**src/rtl/stg_pkg.sv**
```systemverilog
package stg_pkg;

  localparam int PH_W = 3;

  typedef enum logic [PH_W-1:0] {
    PH_IDLE = 3'd0,
    PH_GO   = 3'd1,
    PH_FWD  = 3'd2,
    PH_ACK  = 3'd3,
    PH_DROP = 3'd4,
    PH_RTZ  = 3'd5
  } stg_ph_e;

endpackage

```
**src/rtl/stg_rst_sync.sv**
```systemverilog
module stg_rst_sync #(
  parameter int STAGES = 2
) (
  input  logic clk,
  input  logic arst_n,
  output logic rst_n_o
);

  localparam int SW = (STAGES < 2) ? 2 : STAGES;

  logic [SW-1:0] sh_q;

  always_ff @(posedge clk or negedge arst_n) begin
    if (!arst_n) sh_q <= '0;
    else         sh_q <= {sh_q[SW-2:0], 1'b1};
  end

  assign rst_n_o = sh_q[SW-1];

endmodule

```
**src/rtl/stg_seq.sv**
```systemverilog
module stg_seq
  import stg_pkg::*;
(
  input  logic            clk,
  input  logic            rst_n,
  input  logic            in_req,
  input  logic            dp_fin,
  input  logic            out_ack,
  output logic            dp_go,
  output logic            out_req,
  output logic            in_ack,
  output logic [PH_W-1:0] phase
);

  stg_ph_e st_q, st_d;
  logic    adv;
  logic    go_set, go_clr, go_en;
  logic    oreq_d, iack_d;

  // next-state: each phase waits on exactly one input level
  always_comb begin
    st_d = st_q;
    unique case (st_q)
      PH_IDLE: if (in_req)   st_d = PH_GO;
      PH_GO:   if (dp_fin)   st_d = PH_FWD;
      PH_FWD:  if (out_ack)  st_d = PH_ACK;
      PH_ACK:  if (!in_req)  st_d = PH_DROP;
      PH_DROP: if (!dp_fin)  st_d = PH_RTZ;
      PH_RTZ:  if (!out_ack) st_d = PH_IDLE;
      default:               st_d = PH_IDLE;
    endcase
  end

  assign adv    = (st_d != st_q);
  assign go_set = (st_q == PH_IDLE) && in_req;
  assign go_clr = (st_q == PH_ACK) && !in_req;
  assign go_en  = go_set || go_clr;
  assign oreq_d = (st_d == PH_FWD) || (st_d == PH_ACK) || (st_d == PH_DROP);
  assign iack_d = (st_d == PH_ACK) || (st_d == PH_DROP) || (st_d == PH_RTZ);

  always_ff @(posedge clk or negedge rst_n) begin
    if (!rst_n)   st_q <= PH_IDLE;
    else if (adv) st_q <= st_d;
  end

  // datapath-enable latch: set on acceptance, cleared once the input request drops
  always_ff @(posedge clk or negedge rst_n) begin
    if (!rst_n)     dp_go <= 1'b0;
    else if (go_en) dp_go <= go_set;
  end

  always_ff @(posedge clk or negedge rst_n) begin
    if (!rst_n) begin
      out_req <= 1'b0;
      in_ack  <= 1'b0;
    end else if (adv) begin
      out_req <= oreq_d;
      in_ack  <= iack_d;
    end
  end

  assign phase = st_q;

  p_reset_quiet_r1: assert property (@(posedge clk)
    $rose(rst_n) |-> (phase == '0 && !dp_go && !out_req && !in_ack));

  p_go_after_req_r2: assert property (@(posedge clk) disable iff (!rst_n)
    $rose(dp_go) |-> $past(in_req));

  p_go_window_r2: assert property (@(posedge clk) disable iff (!rst_n)
    dp_go == (phase == PH_GO || phase == PH_FWD || phase == PH_ACK));

  p_fwd_after_fin_r3: assert property (@(posedge clk) disable iff (!rst_n)
    $rose(out_req) |-> $past(dp_fin));

  p_ack_after_oack_r4: assert property (@(posedge clk) disable iff (!rst_n)
    $rose(in_ack) |-> $past(out_ack));

  p_go_drop_r5: assert property (@(posedge clk) disable iff (!rst_n)
    $fell(dp_go) |-> (!$past(in_req) && in_ack));

  p_fwd_drop_r6: assert property (@(posedge clk) disable iff (!rst_n)
    $fell(out_req) |-> (!$past(dp_fin) && !dp_go));

  p_ack_drop_r7: assert property (@(posedge clk) disable iff (!rst_n)
    $fell(in_ack) |-> (!$past(out_ack) && phase == PH_IDLE));

  p_hold_fwd_r8: assert property (@(posedge clk) disable iff (!rst_n)
    (phase == PH_FWD && !out_ack) |=> $stable(phase));

  p_legal_phase_r8: assert property (@(posedge clk) disable iff (!rst_n)
    phase <= PH_RTZ);

endmodule

```
**src/rtl/stg_chk.sv**
```systemverilog
module stg_chk (
  input  logic clk,
  input  logic rst_n,
  input  logic in_req,
  input  logic in_ack,
  input  logic out_req,
  input  logic out_ack,
  output logic err
);

  logic ireq_q, oack_q;
  logic early_drop, stray_oack, err_set;

  always_ff @(posedge clk or negedge rst_n) begin
    if (!rst_n) begin
      ireq_q <= 1'b0;
      oack_q <= 1'b0;
    end else begin
      ireq_q <= in_req;
      oack_q <= out_ack;
    end
  end

  // input request withdrawn before it was acknowledged
  assign early_drop = ireq_q && !in_req && !in_ack;
  // output acknowledge moving against the request level
  assign stray_oack = (!oack_q && out_ack && !out_req) ||
                      (oack_q && !out_ack && out_req);
  assign err_set    = early_drop || stray_oack;

  always_ff @(posedge clk or negedge rst_n) begin
    if (!rst_n)       err <= 1'b0;
    else if (err_set) err <= 1'b1;
  end

  p_early_drop_r9: assert property (@(posedge clk) disable iff (!rst_n)
    ($fell(in_req) && !in_ack) |=> err);

  p_stray_rise_r10: assert property (@(posedge clk) disable iff (!rst_n)
    ($rose(out_ack) && !out_req) |=> err);

  p_stray_fall_r10: assert property (@(posedge clk) disable iff (!rst_n)
    ($fell(out_ack) && out_req) |=> err);

  p_sticky_r11: assert property (@(posedge clk) disable iff (!rst_n)
    err |=> err);

endmodule

```
**src/rtl/stg_ctrl.sv**
```systemverilog
module stg_ctrl
  import stg_pkg::*;
#(
  parameter int RST_STAGES = 2
) (
  input  logic            clk,
  input  logic            rst_n,
  input  logic            in_req,
  output logic            in_ack,
  output logic            out_req,
  input  logic            out_ack,
  output logic            dp_go,
  input  logic            dp_fin,
  output logic [PH_W-1:0] phase,
  output logic            proto_err
);

  logic rst_n_s;

  stg_rst_sync #(.STAGES(RST_STAGES)) u_rst (
    .clk     (clk),
    .arst_n  (rst_n),
    .rst_n_o (rst_n_s)
  );

  stg_seq u_seq (
    .clk     (clk),
    .rst_n   (rst_n_s),
    .in_req  (in_req),
    .dp_fin  (dp_fin),
    .out_ack (out_ack),
    .dp_go   (dp_go),
    .out_req (out_req),
    .in_ack  (in_ack),
    .phase   (phase)
  );

  stg_chk u_chk (
    .clk     (clk),
    .rst_n   (rst_n_s),
    .in_req  (in_req),
    .in_ack  (in_ack),
    .out_req (out_req),
    .out_ack (out_ack),
    .err     (proto_err)
  );

  p_err_no_stall_r11: assert property (@(posedge clk) disable iff (!rst_n_s)
    (proto_err && phase == PH_GO && dp_fin) |=> (phase == PH_FWD));

endmodule

```
**config.mk**
```make
export PLATFORM = sky130hd
export DESIGN_NAME = stg_ctrl
export DESIGN_NICKNAME = d
export VERILOG_FILES = /design/src/rtl/stg_pkg.sv /design/src/rtl/stg_rst_sync.sv /design/src/rtl/stg_seq.sv /design/src/rtl/stg_chk.sv /design/src/rtl/stg_ctrl.sv
export SDC_FILE = /design/constraint.sdc
export NUM_CORES = 1
export LEC_CHECK = 0
export BUFFER_PORTS_ARGS = -buffer_cell sky130_fd_sc_hd__buf_4
export CORE_UTILIZATION = 40
export CTS_BUF_LIST = sky130_fd_sc_hd__clkbuf_8
export DETAILED_ROUTE_END_ITERATION = 12
export GPL_ROUTABILITY_DRIVEN = 0
export PLACE_DENSITY_LB_ADDON = 0.05
export SLEW_MARGIN = 10
export SYNTH_ARGS = -nofsm -noshare
export SYNTH_HDL_FRONTEND = slang
export SYNTH_SLANG_ARGS = --single-unit
```
**constraint.sdc**
```tcl
create_clock -name clk -period 0.8 [get_ports clk]
set_input_delay 0.16 -clock clk [delete_from_list [all_inputs] [get_ports clk]]
set_output_delay 0.16 -clock clk [all_outputs]
set_load 0.02 [all_outputs]
```
==> impl_metrics.toml <==
[routing]
via_count = 553
antenna_left = 0
first_pass_iters = 4
wl_per_cell_um = 14.40
first_iter_violations = 8
drc = 0
drt_wl_total_um = 1541
post_drt_via_cell_ratio = 5.168

[die]
start_util_pct = 43.21
std_cell_rows = 13
ios = 12
fp.coreArea_um2 = 1318
fp.dieArea_um2 = 1578
die_h_um = 39.73
die_x_um = 39.73

[worst_setup_path]
critPathRequiredTime_ns = 0.93
cp_data_arrival_time_ns = 1.66
end_kind = "flip-flop"
crit_type = "reg2reg"
start_kind = "flip-flop"
crit_fanout = 8

[synthesis]
yosys_warnings = 0
ys_seq_area_share_pct = 48.35
synth-seq-cells = 11
synthCells = 54
syn_area_um2 = 569.3
yosysUniqueCellTypes = 27
syn_area_per_cell_um2 = 10.54
synth_fp_nets = 59

[run_status]
failed_checks = "setup timing"
status = "finished with violations"

[job]
cap_violations = 0

[timing]
rsz0062_at_grt = "yes"
setup_viol = 14
setup_ws_ns = -0.7303
clock.fmax_mhz = 653.5
fin_skew_ns = 0.002875
maxSlewViolCount = 0
fin_crit_ns = 1.530
finalCritPeriodShare_pct = 191.3
finalHoldViolations = 0

[cts]
root_buffer = "clkbuf_8"
htreeDepth = 1
clk_latency_ns = 0.24
path_clk_slew_ns = 0.05
cts_tree = "built"
cts_sinks = 11
cts_buffers = 3
cts_max_path_buffers = 2

[global_route]
grt.met2_usage_pct = 36.48
grt_max_degree = 10
use_met3_pct = 8.523
overflow = 0
track_usage_pct = 25.21
met1_usage_pct = 32.53
grt_pass1_wl_um = 2408
grt.busiest_layer = "met2"
grt_pass1_vias = 534
antenna_found_initial = 0

[pwr]
p_sw_share_pct = 35.46
pwr-share-clk_pct = 13.8
comb_power_share_pct = 63.0
powerDensity_nw_per_um2 = 4072
p_int_w = 0.002663
p_seq_share_pct = 23.2
p_leak_nw = 0.4644
netSwitchingPower_w = 0.001464
irDropWorstVdd_mv = 2.765

[placement]
hpwl_um = 920.1
port_buffers = 11
post-place-ws_ns = -0.7308
postPlaceCellArea_um2 = 759.5

[layout]
final_core_util_pct = 76.92
final_common_cell = "buf_4"
layout.nets = 98
drive_above_1_share_pct = 64.13
layout_common_cells = "buf_4, buf_6, dfrtp_1"
area_delta_synth_final_pct = 78.02
fin_area_um2 = 1013
n_antenna_cell = 0

[worst_hold_path]
hp-class = "reg2async"
-- flip-flops by register name, indices dropped and copies added, names as in the netlist --
| register | count |
|---|---|
| u_rst.sh_q | 2 |
| u_chk.ireq_q | 1 |
| u_chk.err | 1 |
| u_chk.oack_q | 1 |
| u_seq.dp_go | 1 |
| u_seq.phase | 3 |
| u_seq.in_ack | 1 |
| u_seq.out_req | 1 |
-- power groups by stage --
stage / combinational [W] / sequential (W) / clock (W)
floorplan: 0.000875 / 0.00104 / 0
global placement: 0.00164 / 0.000928 / 0
detailed placement: 0.00162 / 0.000928 / 0
CTS: 0.00222 / 0.000938 / 0.000571
global route: 0.00277 / 0.000981 / 0.000632
finish: 0.00260 / 0.000958 / 0.000570
-- per-stage QoR --
step | hold WS (ns) | total power (W) | std cells | setup TNS (ns)
2_1_floorplan | -0.1356 | 0.001916 | 54 | -2.759
3_3_place_gp | -0.05765 | 0.002565 | 92 | -3.244
3_5_place_dp | -0.05650 | 0.002552 | 92 | -3.148
4_1_cts | 0.1729 | 0.003730 | 104 | -4.710
5_1_grt | 0.1916 | 0.004383 | 107 | -5.500
6_report | 0.1620 | 0.004127 | 107 | -4.946
-- Yosys cell counts --
cell	number	share of area, %
mux2_1	1	2.0
conb_1	1	0.66
nand2_1	4	2.6
nor2_1	6	4.0
xnor2_1	1	1.5
a2111oi_0	1	1.5
nand3_1	1	0.88
a311oi_1	1	1.5
o211ai_1	1	1.3
a21oi_1	3	2.6
o22ai_2	1	2.2
or2b_2	1	1.5
o21ai_0	3	2.6
nor3b_1	1	1.3
o21bai_1	1	1.3
buf_4	1	1.3
or3_4	1	2.0
o21a_1	1	1.3
dfrtp_1	11	48
inv_1	2	1.3
nand3b_1	2	2.6
o221a_1	1	2.0
nand2b_4	1	2.4
mux2_2	1	2.0
nand2b_1	3	3.3
mux2i_1	1	1.8
buf_6	2	4.0
-- critical path, stage by stage (launching register included) --
cell      delay, ns
dfrtp_2        0.47
buf_6          0.16
o221a_1        0.26
o22ai_2        0.16
o21bai_1       0.10
mux2_4         0.27
-- worst paths after layout --
check	from	to	slack (ns)	cells past startpoint
setup / recovery	u_seq.phase[0]$_DFFE_PN0P_	u_seq.out_req$_DFFE_PN0P_	-0.73	5
hold / removal	u_rst.sh_q[1]$_DFF_PN0_	u_chk.oack_q$_DFF_PN0_	0.16	0
setup reg to reg	u_seq.phase[0]$_DFFE_PN0P_	u_seq.out_req$_DFFE_PN0P_	-0.73	5
hold reg to reg	u_rst.sh_q[1]$_DFF_PN0_	u_chk.oack_q$_DFF_PN0_	0.16	0
max in group asynchronous	u_rst.sh_q[1]$_DFF_PN0_	u_seq.phase[0]$_DFFE_PN0P_	0.33	0
min in group clk	out_ack	u_chk.oack_q$_DFF_PN0_	0.19	2
-- kinds of logic after synthesis --
group | after synthesis | share of synthesized area, %
buffers and inverters | 5 | 6.594
AOI/OAI and AO/OA | 13 | 16.48
DFF | 11 | 48.35
xor gates and xnor gates | 1 | 1.539
muxes | 3 | 5.714
and+or+nand+nor | 20 | 20.66
other | 1 | 0.6587
-- layer usage --
metal	share of wire (%)	wire length, µm
met2	51	779
met4	2.4	37
met3	3.9	60
met5	0	0
met1	43	663
-- final cells by class --
cell class              instances  area, µm²
repair buffers                 37      349.1
clock buffers                   3      41.29
fillers                        91      304.0
clock inverters                 1      5.005
multi-input cells              38      312.8
flip-flops and latches         11      279.0
inverters                       2      7.507
well taps                      15      18.77
-- timing repair --
item	in CTS	in global routing
hold buffers	1	0
buffers inserted	8	7
endpoints found under the hold margin	2	0
pin swaps	3	9
resized for setup	20	13
endpoints found under the setup margin	14	14
(Power assumes the default switching activity.)
